**config.mk**
```make
export PLATFORM = sky130hd
export DESIGN_NAME = dbr_ctrl
export DESIGN_NICKNAME = d
export VERILOG_FILES = /design/src/rtl/dbr_pkg.sv /design/src/rtl/dbr_sync.sv /design/src/rtl/dbr_timer.sv /design/src/rtl/dbr_seq.sv /design/src/rtl/dbr_ctrl.sv
export SDC_FILE = /design/constraint.sdc
export NUM_CORES = 1
export LEC_CHECK = 0
export BUFFER_PORTS_ARGS = -buffer_cell sky130_fd_sc_hd__buf_2
export CORE_MARGIN = 4
export CORE_UTILIZATION = 50
export DETAILED_ROUTE_END_ITERATION = 10
export MAX_ROUTING_LAYER = met4
export PLACE_DENSITY = 0.69
export SLEW_MARGIN = 20
export SYNTH_ARGS = -nofsm -noshare
export SYNTH_HDL_FRONTEND = slang
export SYNTH_SLANG_ARGS = --single-unit
```
**constraint.sdc**
```tcl
create_clock -name clk -period 4 [get_ports clk]
set_input_delay 0.6 -clock clk [delete_from_list [all_inputs] [get_ports clk]]
set_output_delay 0.6 -clock clk [all_outputs]
set_load 0.01 [all_outputs]
```
**src/rtl/dbr_pkg.sv**
```systemverilog
package dbr_pkg;

  typedef enum logic [2:0] {
    ST_IDLE,
    ST_ARM,
    ST_FIXED,
    ST_LEVEL,
    ST_REARM,
    ST_TINIT,
    ST_TFB
  } dbr_state_t;

  function automatic int max4(input int a, input int b, input int c, input int d);
    int m;
    m = a;
    if (b > m) m = b;
    if (c > m) m = c;
    if (d > m) m = d;
    return m;
  endfunction

  // counter width able to hold every interval limit
  function automatic int cnt_width(input int a, input int b, input int c, input int d);
    return $clog2(max4(a, b, c, d) + 1);
  endfunction

  // setup interval in force for a joint press
  function automatic int pick_setup(input bit test_on, input int long_c, input int short_c);
    return test_on ? short_c : long_c;
  endfunction

  // pin level for an internal active flag
  function automatic logic drive_level(input logic act, input bit active_high);
    return active_high ? act : ~act;
  endfunction

endpackage

```
**src/rtl/dbr_sync.sv**
```systemverilog
module dbr_sync #(
  parameter int W = 4
) (
  input  logic         clk,
  input  logic         por_n,
  input  logic [W-1:0] d,
  output logic [W-1:0] q
);
  logic [W-1:0] meta;

  always_ff @(posedge clk or negedge por_n) begin
    if (!por_n) begin
      meta <= '0;
      q    <= '0;
    end else begin
      meta <= d;
      q    <= meta;
    end
  end
endmodule

```
**src/rtl/dbr_timer.sv**
```systemverilog
module dbr_timer #(
  parameter int CW = 8
) (
  input  logic          clk,
  input  logic          por_n,
  input  logic          start,
  input  logic          run,
  input  logic [CW-1:0] lim,
  output logic          hit
);
  logic [CW-1:0] cnt;

  assign hit = run && (cnt == lim - CW'(1));

  always_ff @(posedge clk or negedge por_n) begin
    if (!por_n)          cnt <= '0;
    else if (start)      cnt <= '0;
    else if (run && !hit) cnt <= cnt + CW'(1);
  end

  // a running count never passes its limit
  a_r1_cnt_in_range: assert property (@(posedge clk) disable iff (!por_n)
    run |-> (cnt < lim));
endmodule

```
**src/rtl/dbr_seq.sv**
```systemverilog
module dbr_seq
  import dbr_pkg::*;
#(
  parameter int CW          = 8,
  parameter int LONG_CYC    = 100,
  parameter int SHORT_CYC   = 10,
  parameter int INIT_CYC    = 20,
  parameter int REC_CYC     = 10,
  parameter bit FIXED_PULSE = 1'b1
) (
  input  logic          clk,
  input  logic          por_n,
  input  logic          press0,
  input  logic          press1,
  input  logic          hv,
  input  logic          uv,
  input  logic          hit,
  output logic          start,
  output logic          run,
  output logic [CW-1:0] lim,
  output logic          act,
  output logic          test_on
);
  localparam logic [CW-1:0] LIM_INIT = CW'(INIT_CYC);
  localparam logic [CW-1:0] LIM_REC  = CW'(REC_CYC);

  dbr_state_t    st, nxt;
  logic          both, anyp, enter_test;
  logic [CW-1:0] lim_setup;

  assign both      = press0 & press1;
  assign anyp      = press0 | press1;
  assign lim_setup = CW'(pick_setup(test_on, LONG_CYC, SHORT_CYC));

  always_comb begin
    nxt = st;
    run = 1'b0;
    lim = '0;
    case (st)
      ST_IDLE: begin
        if (hv && !test_on) nxt = ST_TINIT;
        else if (both)      nxt = ST_ARM;
      end
      ST_ARM: begin
        lim = lim_setup;
        run = both;
        if (!both)   nxt = ST_IDLE;
        else if (hit) nxt = FIXED_PULSE ? ST_FIXED : ST_LEVEL;
      end
      ST_FIXED: begin
        lim = LIM_REC;
        run = 1'b1;
        if (hit) nxt = ST_REARM;
      end
      ST_LEVEL: begin
        if (!both) nxt = ST_IDLE;
      end
      ST_REARM: begin
        if (!anyp) nxt = ST_IDLE;
      end
      ST_TINIT: begin
        lim = LIM_INIT;
        run = hv;
        if (!hv)      nxt = ST_IDLE;
        else if (hit) nxt = FIXED_PULSE ? ST_FIXED : ST_TFB;
      end
      ST_TFB: begin
        if (!hv) nxt = ST_REARM;
      end
      default: nxt = ST_IDLE;
    endcase
    if (uv) nxt = ST_IDLE;
  end

  assign start = (nxt != st) &&
                 (nxt == ST_ARM || nxt == ST_FIXED || nxt == ST_TINIT);

  assign enter_test = (st == ST_TINIT) && hv && hit && !uv;

  assign act = (st == ST_FIXED || st == ST_LEVEL || st == ST_TFB) && !uv;

  always_ff @(posedge clk or negedge por_n) begin
    if (!por_n) begin
      st      <= ST_IDLE;
      test_on <= 1'b0;
    end else begin
      st      <= nxt;
      test_on <= test_on | enter_test;
    end
  end

  // a broken joint press never leads to reset
  a_r2_break_no_reset: assert property (@(posedge clk) disable iff (!por_n)
    (st == ST_ARM && !both) |=> !act);

  // held buttons after a fixed pulse keep the output quiet
  a_r4_rearm_blocks: assert property (@(posedge clk) disable iff (!por_n)
    (st == ST_REARM && anyp) |=> !act);

  // an aborted entry leaves normal mode in place
  a_r7_abort_no_test: assert property (@(posedge clk) disable iff (!por_n)
    (st == ST_TINIT && !hv && !test_on) |=> !test_on);

  // test mode is sticky
  a_r10_test_sticky: assert property (@(posedge clk) disable iff (!por_n)
    test_on |=> test_on);

  // undervoltage abandons any sequence
  a_r11_uv_idles: assert property (@(posedge clk) disable iff (!por_n)
    uv |=> (st == ST_IDLE && !act));
endmodule

```
**src/rtl/dbr_ctrl.sv**
```systemverilog
module dbr_ctrl
  import dbr_pkg::*;
#(
  parameter int LONG_CYC    = 50_000_000,
  parameter int SHORT_CYC   = 1_050_000,
  parameter int INIT_CYC    = 2_100_000,
  parameter int REC_CYC     = 10_000_000,
  parameter bit FIXED_PULSE = 1'b1,
  parameter bit ACTIVE_HIGH = 1'b0
) (
  input  logic clk,
  input  logic por_n,
  input  logic btn0_n,
  input  logic btn1_n,
  input  logic hv_det,
  input  logic uv_det,
  output logic rst_out
);
  localparam int CW = cnt_width(LONG_CYC, SHORT_CYC, INIT_CYC, REC_CYC);

  logic [3:0]    raw, syn;
  logic          press0, press1, hv_s, uv_s;
  logic          t_start, t_run, t_hit, act, test_on;
  logic [CW-1:0] t_lim;

  assign raw = {uv_det, hv_det, ~btn1_n, ~btn0_n};

  dbr_sync #(.W(4)) sync_i (
    .clk   (clk),
    .por_n (por_n),
    .d     (raw),
    .q     (syn)
  );

  assign press0 = syn[0];
  assign press1 = syn[1];
  assign hv_s   = syn[2];
  assign uv_s   = syn[3];

  dbr_timer #(.CW(CW)) timer_i (
    .clk   (clk),
    .por_n (por_n),
    .start (t_start),
    .run   (t_run),
    .lim   (t_lim),
    .hit   (t_hit)
  );

  dbr_seq #(
    .CW          (CW),
    .LONG_CYC    (LONG_CYC),
    .SHORT_CYC   (SHORT_CYC),
    .INIT_CYC    (INIT_CYC),
    .REC_CYC     (REC_CYC),
    .FIXED_PULSE (FIXED_PULSE)
  ) seq_i (
    .clk     (clk),
    .por_n   (por_n),
    .press0  (press0),
    .press1  (press1),
    .hv      (hv_s),
    .uv      (uv_s),
    .hit     (t_hit),
    .start   (t_start),
    .run     (t_run),
    .lim     (t_lim),
    .act     (act),
    .test_on (test_on)
  );

  assign rst_out = drive_level(act, ACTIVE_HIGH);

  // synchronized undervoltage keeps the pin deasserted
  a_r11_uv_pin_quiet: assert property (@(posedge clk) disable iff (!por_n)
    uv_s |-> (rst_out == drive_level(1'b0, ACTIVE_HIGH)));
endmodule

```
Word level (Yosys, flattened, before mapping)
Index checks and enable logic that the tools add are counted.
W data, S select, Z words.

storage, ports and cells
  flip-flop bits (word level) = 38
  input bits = 6
  output and inout bits = 1
  logic and storage cells = 57

operators by class
  add/subtract/negate cells = 2
  eq/ne operators = 11
  multiplexer cells = 16
  bitwise gates (word level) = 6
  reductions and logical operators = 17

operator list
  cell                     count
  $mux W26                 3
  $pmux W26 S3             1
  $mux W3                  10
  $add A26 B1 Y26 const B  1
  $eq A26 B26 Y1           1
  $sub A26 B1 Y26 const B  1
  $pmux W3 S7              1
  $eq A3 B3 Y1 const B     4
  $eq A3 B2 Y1 const B     3
  $logic_and A1 B1 Y1      8
  $eq A3 B1 Y1 const B     2
  $logic_or A1 B1 Y1       4
  $logic_not A1 Y1         3
  $logic_not A3 Y1         1
  $ne A3 B3 Y1             1
  $not A1 Y1               3
  $pmux W1 S3              1
  $or A1 B1 Y1             2
  $reduce_bool A2 Y1       1
  $and A1 B1 Y1            1

Logic depth before layout (Yosys ltp)
  depth after elaboration = 14
  mapped depth = 15
  gate-level depth less buffers = 12

Cells and area by module
Synthesis repeated with hierarchy kept, for this count alone.

second synthesis, totals
  cells, all modules = 396
  area total of the unflattened synthesis = 3340.7 um^2

modules (own cells, without submodules)
  module     times used  cells each  area each (um^2)  sequential area each (um^2)
  dbr_timer  1           311         2557.5            650.6
  dbr_seq    1           74          571.8             100.1
  dbr_sync   1           8           200.2             200.2
  dbr_ctrl   1           3           11.3              0.0

Least setup slack after synthesis
Ideal clock, no wire load.

  path kind = register to register
  from = register seq_i.st[2]
  to = register timer_i.cnt[0]
  library setup time = 125 ps
  arrival time = 3860 ps
  slack = 15 ps
  cell stages (with the launch flop) = 14
  period minus slack after synthesis = 3985 ps
  cell sequence = dfrtp_1 > buf_2 > buf_1 > nand2_1 > ha_1 > clkbuf_1 > a2111oi_4 > nor3_1 > or4_1 > nor4_4 > mux2i_1 > nor4b_2 > buf_2 > nor3_1

between the ends
  word-level cells in the longest chain between the ends = 14

RTL lines
  element                                                RTL line                      RTL
  start, declared                                        dbr_seq.sv:27                 dbr_state_t st, nxt;
  start signal, assigned                                 dbr_seq.sv:87                 st <= nxt;
  $eq A3 B3 Y1 (tied with other cells)                   dbr_seq.sv:39                 case (st)
  $pmux W26 S3                                           dbr_seq.sv:39
  $sub A26 B1 Y26                                        dbr_timer.sv:13               assign hit = run && (cnt == lim - CW'(1));
  $eq A26 B26 Y1                                         dbr_timer.sv:13
  $logic_and A1 B1 Y1                                    dbr_timer.sv:13
  $mux W3                                                dbr_seq.sv:48, dbr_seq.sv:65
  $mux W3 (on tied branches)                             dbr_seq.sv:64, dbr_seq.sv:47
  $pmux W3 S7                                            dbr_seq.sv:39
  $mux W3                                                dbr_seq.sv:72                 if (uv) nxt = ST_IDLE;
  $eq A3 B1 Y1 / $eq A3 B2 Y1 (equally long branches)    dbr_seq.sv:76                 (nxt == ST_ARM || nxt == ST_FIXED || nxt == ST_TINIT);
  $logic_or A1 B1 Y1 (2 in a row)                        dbr_seq.sv:76
  $logic_and A1 B1 Y1                                    dbr_seq.sv:75                 assign start = (nxt != st) &&
  $mux W26 / $reduce_bool A2 Y1 (equally long branches)  --
  end signal, assigned                                   dbr_timer.sv:18               else if (run && !hit) cnt <= cnt + CW'(1);
  end, declared                                          dbr_timer.sv:11               logic [CW-1:0] cnt;

Parallel ways exist; a longest one is shown, timed or not.
A chain may end at the register's enable or synchronous reset.

Final worst setup path
  from = register seq_i.st[1]
  to = register timer_i.cnt[6]

Same word-level chain as after synthesis.

==> results.md <==
* Synthesized area at 0.00266 mm^2
* Ant diodes at 0
* Drt pass-1 iters at 6
* Crit path arrival time at 3.90 ns
* Std cell rows at 26
* Critical Path Sink Type: register
* Final Hold Viols at 0
* Syn. warnings at 0
* Leak pwr at 1.15 nW
* Min-Delay Path Class: register to register
* Layout cells sized above 1 at 12.8%
* Post-DP HPWL at 4880 um
* DRT antenna net count at 0
* Synth Net Count at 312
* Area grow syn2layout at 10.6%
* Post-synthesis sequential area ratio at 35.7%
* Final nets at 320
* RSZ-0062 raised after global routing: false
* Top fanout value on the critical path at 23
* Initial Util at 51.8%
* Power per cell area at 299 mW/mm^2
* Mapped Cells at 303
* Global-route wire length before repair at 11700 um
* Place WS at 0.304 ns
* Cell area after layout at 0.00295 mm^2
* Number of synthesized flops with an enable pin at 0
* Die height at 81.0 um
* Clock Tree Root: clkbuf_8
* Post-Route WL at 6780 um
* Req. time, crit path at 4.18 ns
* Routed via count at 2382
* Post-synth ARST share at 100%
* # hold bufs at CTS at 0
* CTS Buf Count at 5
* Status: completed
* Postcts setup bufs at 0
* Via density at 6.24
* Post-Syn Area per Cell at 8.79 um^2
* Synth Register Bits at 38
* H-tree Lvls at 2
* Post-synth top flop: dfrtp_1
* CTS max path bufs at 2
* Max Cap Violations at 0
* Worst-skew pair later-pin latency at 0.29 ns
* Synth Area in Compound Gates at 12.2%
* Placement Cell Area at 0.00284 mm^2
* I/O Buffers at 6
* Setup tns final at 0 ns
* Crit path time final at 3.72 ns
* Adder-cell share of the synthesized area at 1.41%
* Top cells by area, synth: dfrtp_1 (36%), xnor2_1 (8.2%), nor3_1 (7.1%)
* Setup Skew at 0.00588 ns
* Overall Global Routing Usage at 23.7%
* Fmax at 269 MHz
* Tot Pwr at 0.881 mW
* Mux cell area share after synthesis at 1.88%
* Xor and xnor fraction of the mapped netlist area at 10.2%
* Crit share post-route at 93.1%
* Die area at 0.00656 mm^2
* Cell taking the most area after synthesis: dfrtp_1
* Num ports at 7
* Fin cells at 382
* Yosys top cell area share at 35.7%
* Post-route DRC at 0
* Initial antenna violation count at 0
* CTS Sinks at 38
* Hold Worst Slack at 0.349 ns
* Wire per inst at 17.8 um
* Clock Pin Slew Worst Setup and Hold Paths at 0.08 ns
* Final count of pins violating max slew at 0
* Chip Width at 81.0 um
* Reg2Reg Depth at 12
* Relative slew margins at 40.7%
* CTS resizes at 0
* Setup-failing EPs final at 0
* Crit start category: register
* Worst vdd ir at 0.197 mV
* Simple-gate share of the synthesized area at 33.6%
* Core box area at 0.00514 mm^2
* Main combinational cell family by area after synthesis: simple AND/OR/NAND/NOR gates
* Cell variety after synth at 56
* Slew @ Worst Pin at 0.886 ns
* Final core occ at 57.3%
* Total gr overflow at 0
* Vias in the first global route at 2369
* CP Class: register to register
* CTS tree: done
* Initial DRC count at 239
* Worst hold path depth at 0
* Gpl congestion at 1.02
* Post-route setup slack at 0.278 ns
* Placed Cells at 374
* Largest net degree at the start of global routing at 39
## Yosys cell counts, types with 2 or more instances
cell type and number:
nor2_1 20, a2111oi_0 2, nor3b_1 2, nor4b_1 6, xnor2_1 25, nor3_1 38, ha_1 3, mux2i_1 5
clkbuf_1 10, nor2b_1 5, a21o_1 2, dfrtp_1 38, nor4b_2 2, a211oi_1 2, nand2b_1 2, nand4b_1 2
inv_1 9, nand3_1 15, and3_1 6, or3_1 3, a32o_1 2, o21ai_0 4, nand3b_1 6, o31ai_1 2
o22ai_1 3, or4_1 2, buf_2 6, xor2_1 6, and2_1 3, buf_4 3, nand4_1 3, nand2_1 22
nor4_1 6, a21oi_1 12, nand4bb_1 2, nor4_4 2, buf_1 2, o21ai_1 2
## worst max-delay path, stage by stage (launching register included)
cell	delay [ns]
dfrtp_1	0.42
nand4bb_1	0.27
ha_1	0.25
ha_1	0.21
nor4b_1	0.36
a221oi_2	0.12
xnor2_1	0.19
or4_1	0.55
nor4b_1	0.39
o221ai_1	0.25
nor4_4	0.31
buf_12	0.20
nor3_1	0.07
## routing by layer
metal | global-route usage, % | vias to the layer above | routed length, um
met5 | - | - | 0
met4 | 9.12 | 0 | 122
met3 | 2.77 | 21 | 443
met2 | 35.2 | 104 | 3090
met1 | 33.1 | 1131 | 3130
li1 | - | 1126 | -
## final timing paths
path / from / to / slack, ns
worst max-delay path: seq_i.st[1]$_DFF_PN0_ / timer_i.cnt[6]$_DFFE_PN0P_ / 0.28
worst min register to register: sync_i.meta[3]$_DFF_PN0_ / sync_i.q[3]$_DFF_PN0_ / 0.35
max in group asynchronous: por_n / sync_i.q[2]$_DFF_PN0_ / 3.05
worst min-delay path: sync_i.meta[3]$_DFF_PN0_ / sync_i.q[3]$_DFF_PN0_ / 0.35
min in group asynchronous: por_n / timer_i.cnt[24]$_DFFE_PN0P_ / 0.40
worst max register to register: seq_i.st[1]$_DFF_PN0_ / timer_i.cnt[6]$_DFFE_PN0P_ / 0.28
## where the power goes
group	switching, mW	internal (mW)
logic	0.0919	0.0606
clock network	0.140	0.184
registers	0.00936	0.395
## cell families after synthesis
family                     after synthesis
and+or+nand+nor                        152
AOI/OAI and AO/OA                       43
DFF                                     38
xor gates and xnor gates                31
buffers and inverters                   31
muxes                                    5
adders and majority gates                3
## placed cells by master, fill, tap and decap left out, drive strengths merged, types with 3 or more instances in the layout
master,netlist,routed
nor3,38,38
mux2i,5,5
a2111oi,3,3
o22ai,3,3
nor4b,8,8
o21ai,6,6
clkbuf,10,5
nor4,8,8
a21oi,12,12
or3,3,3
xnor2,25,25
nand4,3,3
nor2b,5,5
inv,10,10
and3,6,6
nor3b,3,3
nand2,22,22
buf,11,22
nand2b,3,3
dfrtp,38,38
ha,3,3
nand3,15,15
nand3b,6,6
nor2,20,20
and2,3,3
xor2,6,6
## registers in the layout (all words and copies together) (netlist names)
register       count
timer_i.cnt       26
seq_i.st           3
sync_i.q           4
seq_i.test_on      1
sync_i.meta        4
## layout make-up
class / count / area (um^2)
Multi-Input combinational cell: 234 / 1590
Fill cell: 483 / 2190
Tap cell: 70 / 87.6
Inverter: 10 / 37.5
Clock inverter: 3 / 40.0
Clock buffer: 5 / 68.8
Sequential cell: 38 / 951
Timing Repair Buffer: 22 / 175
No activity file was read; power rests on OpenSTA's default activity.
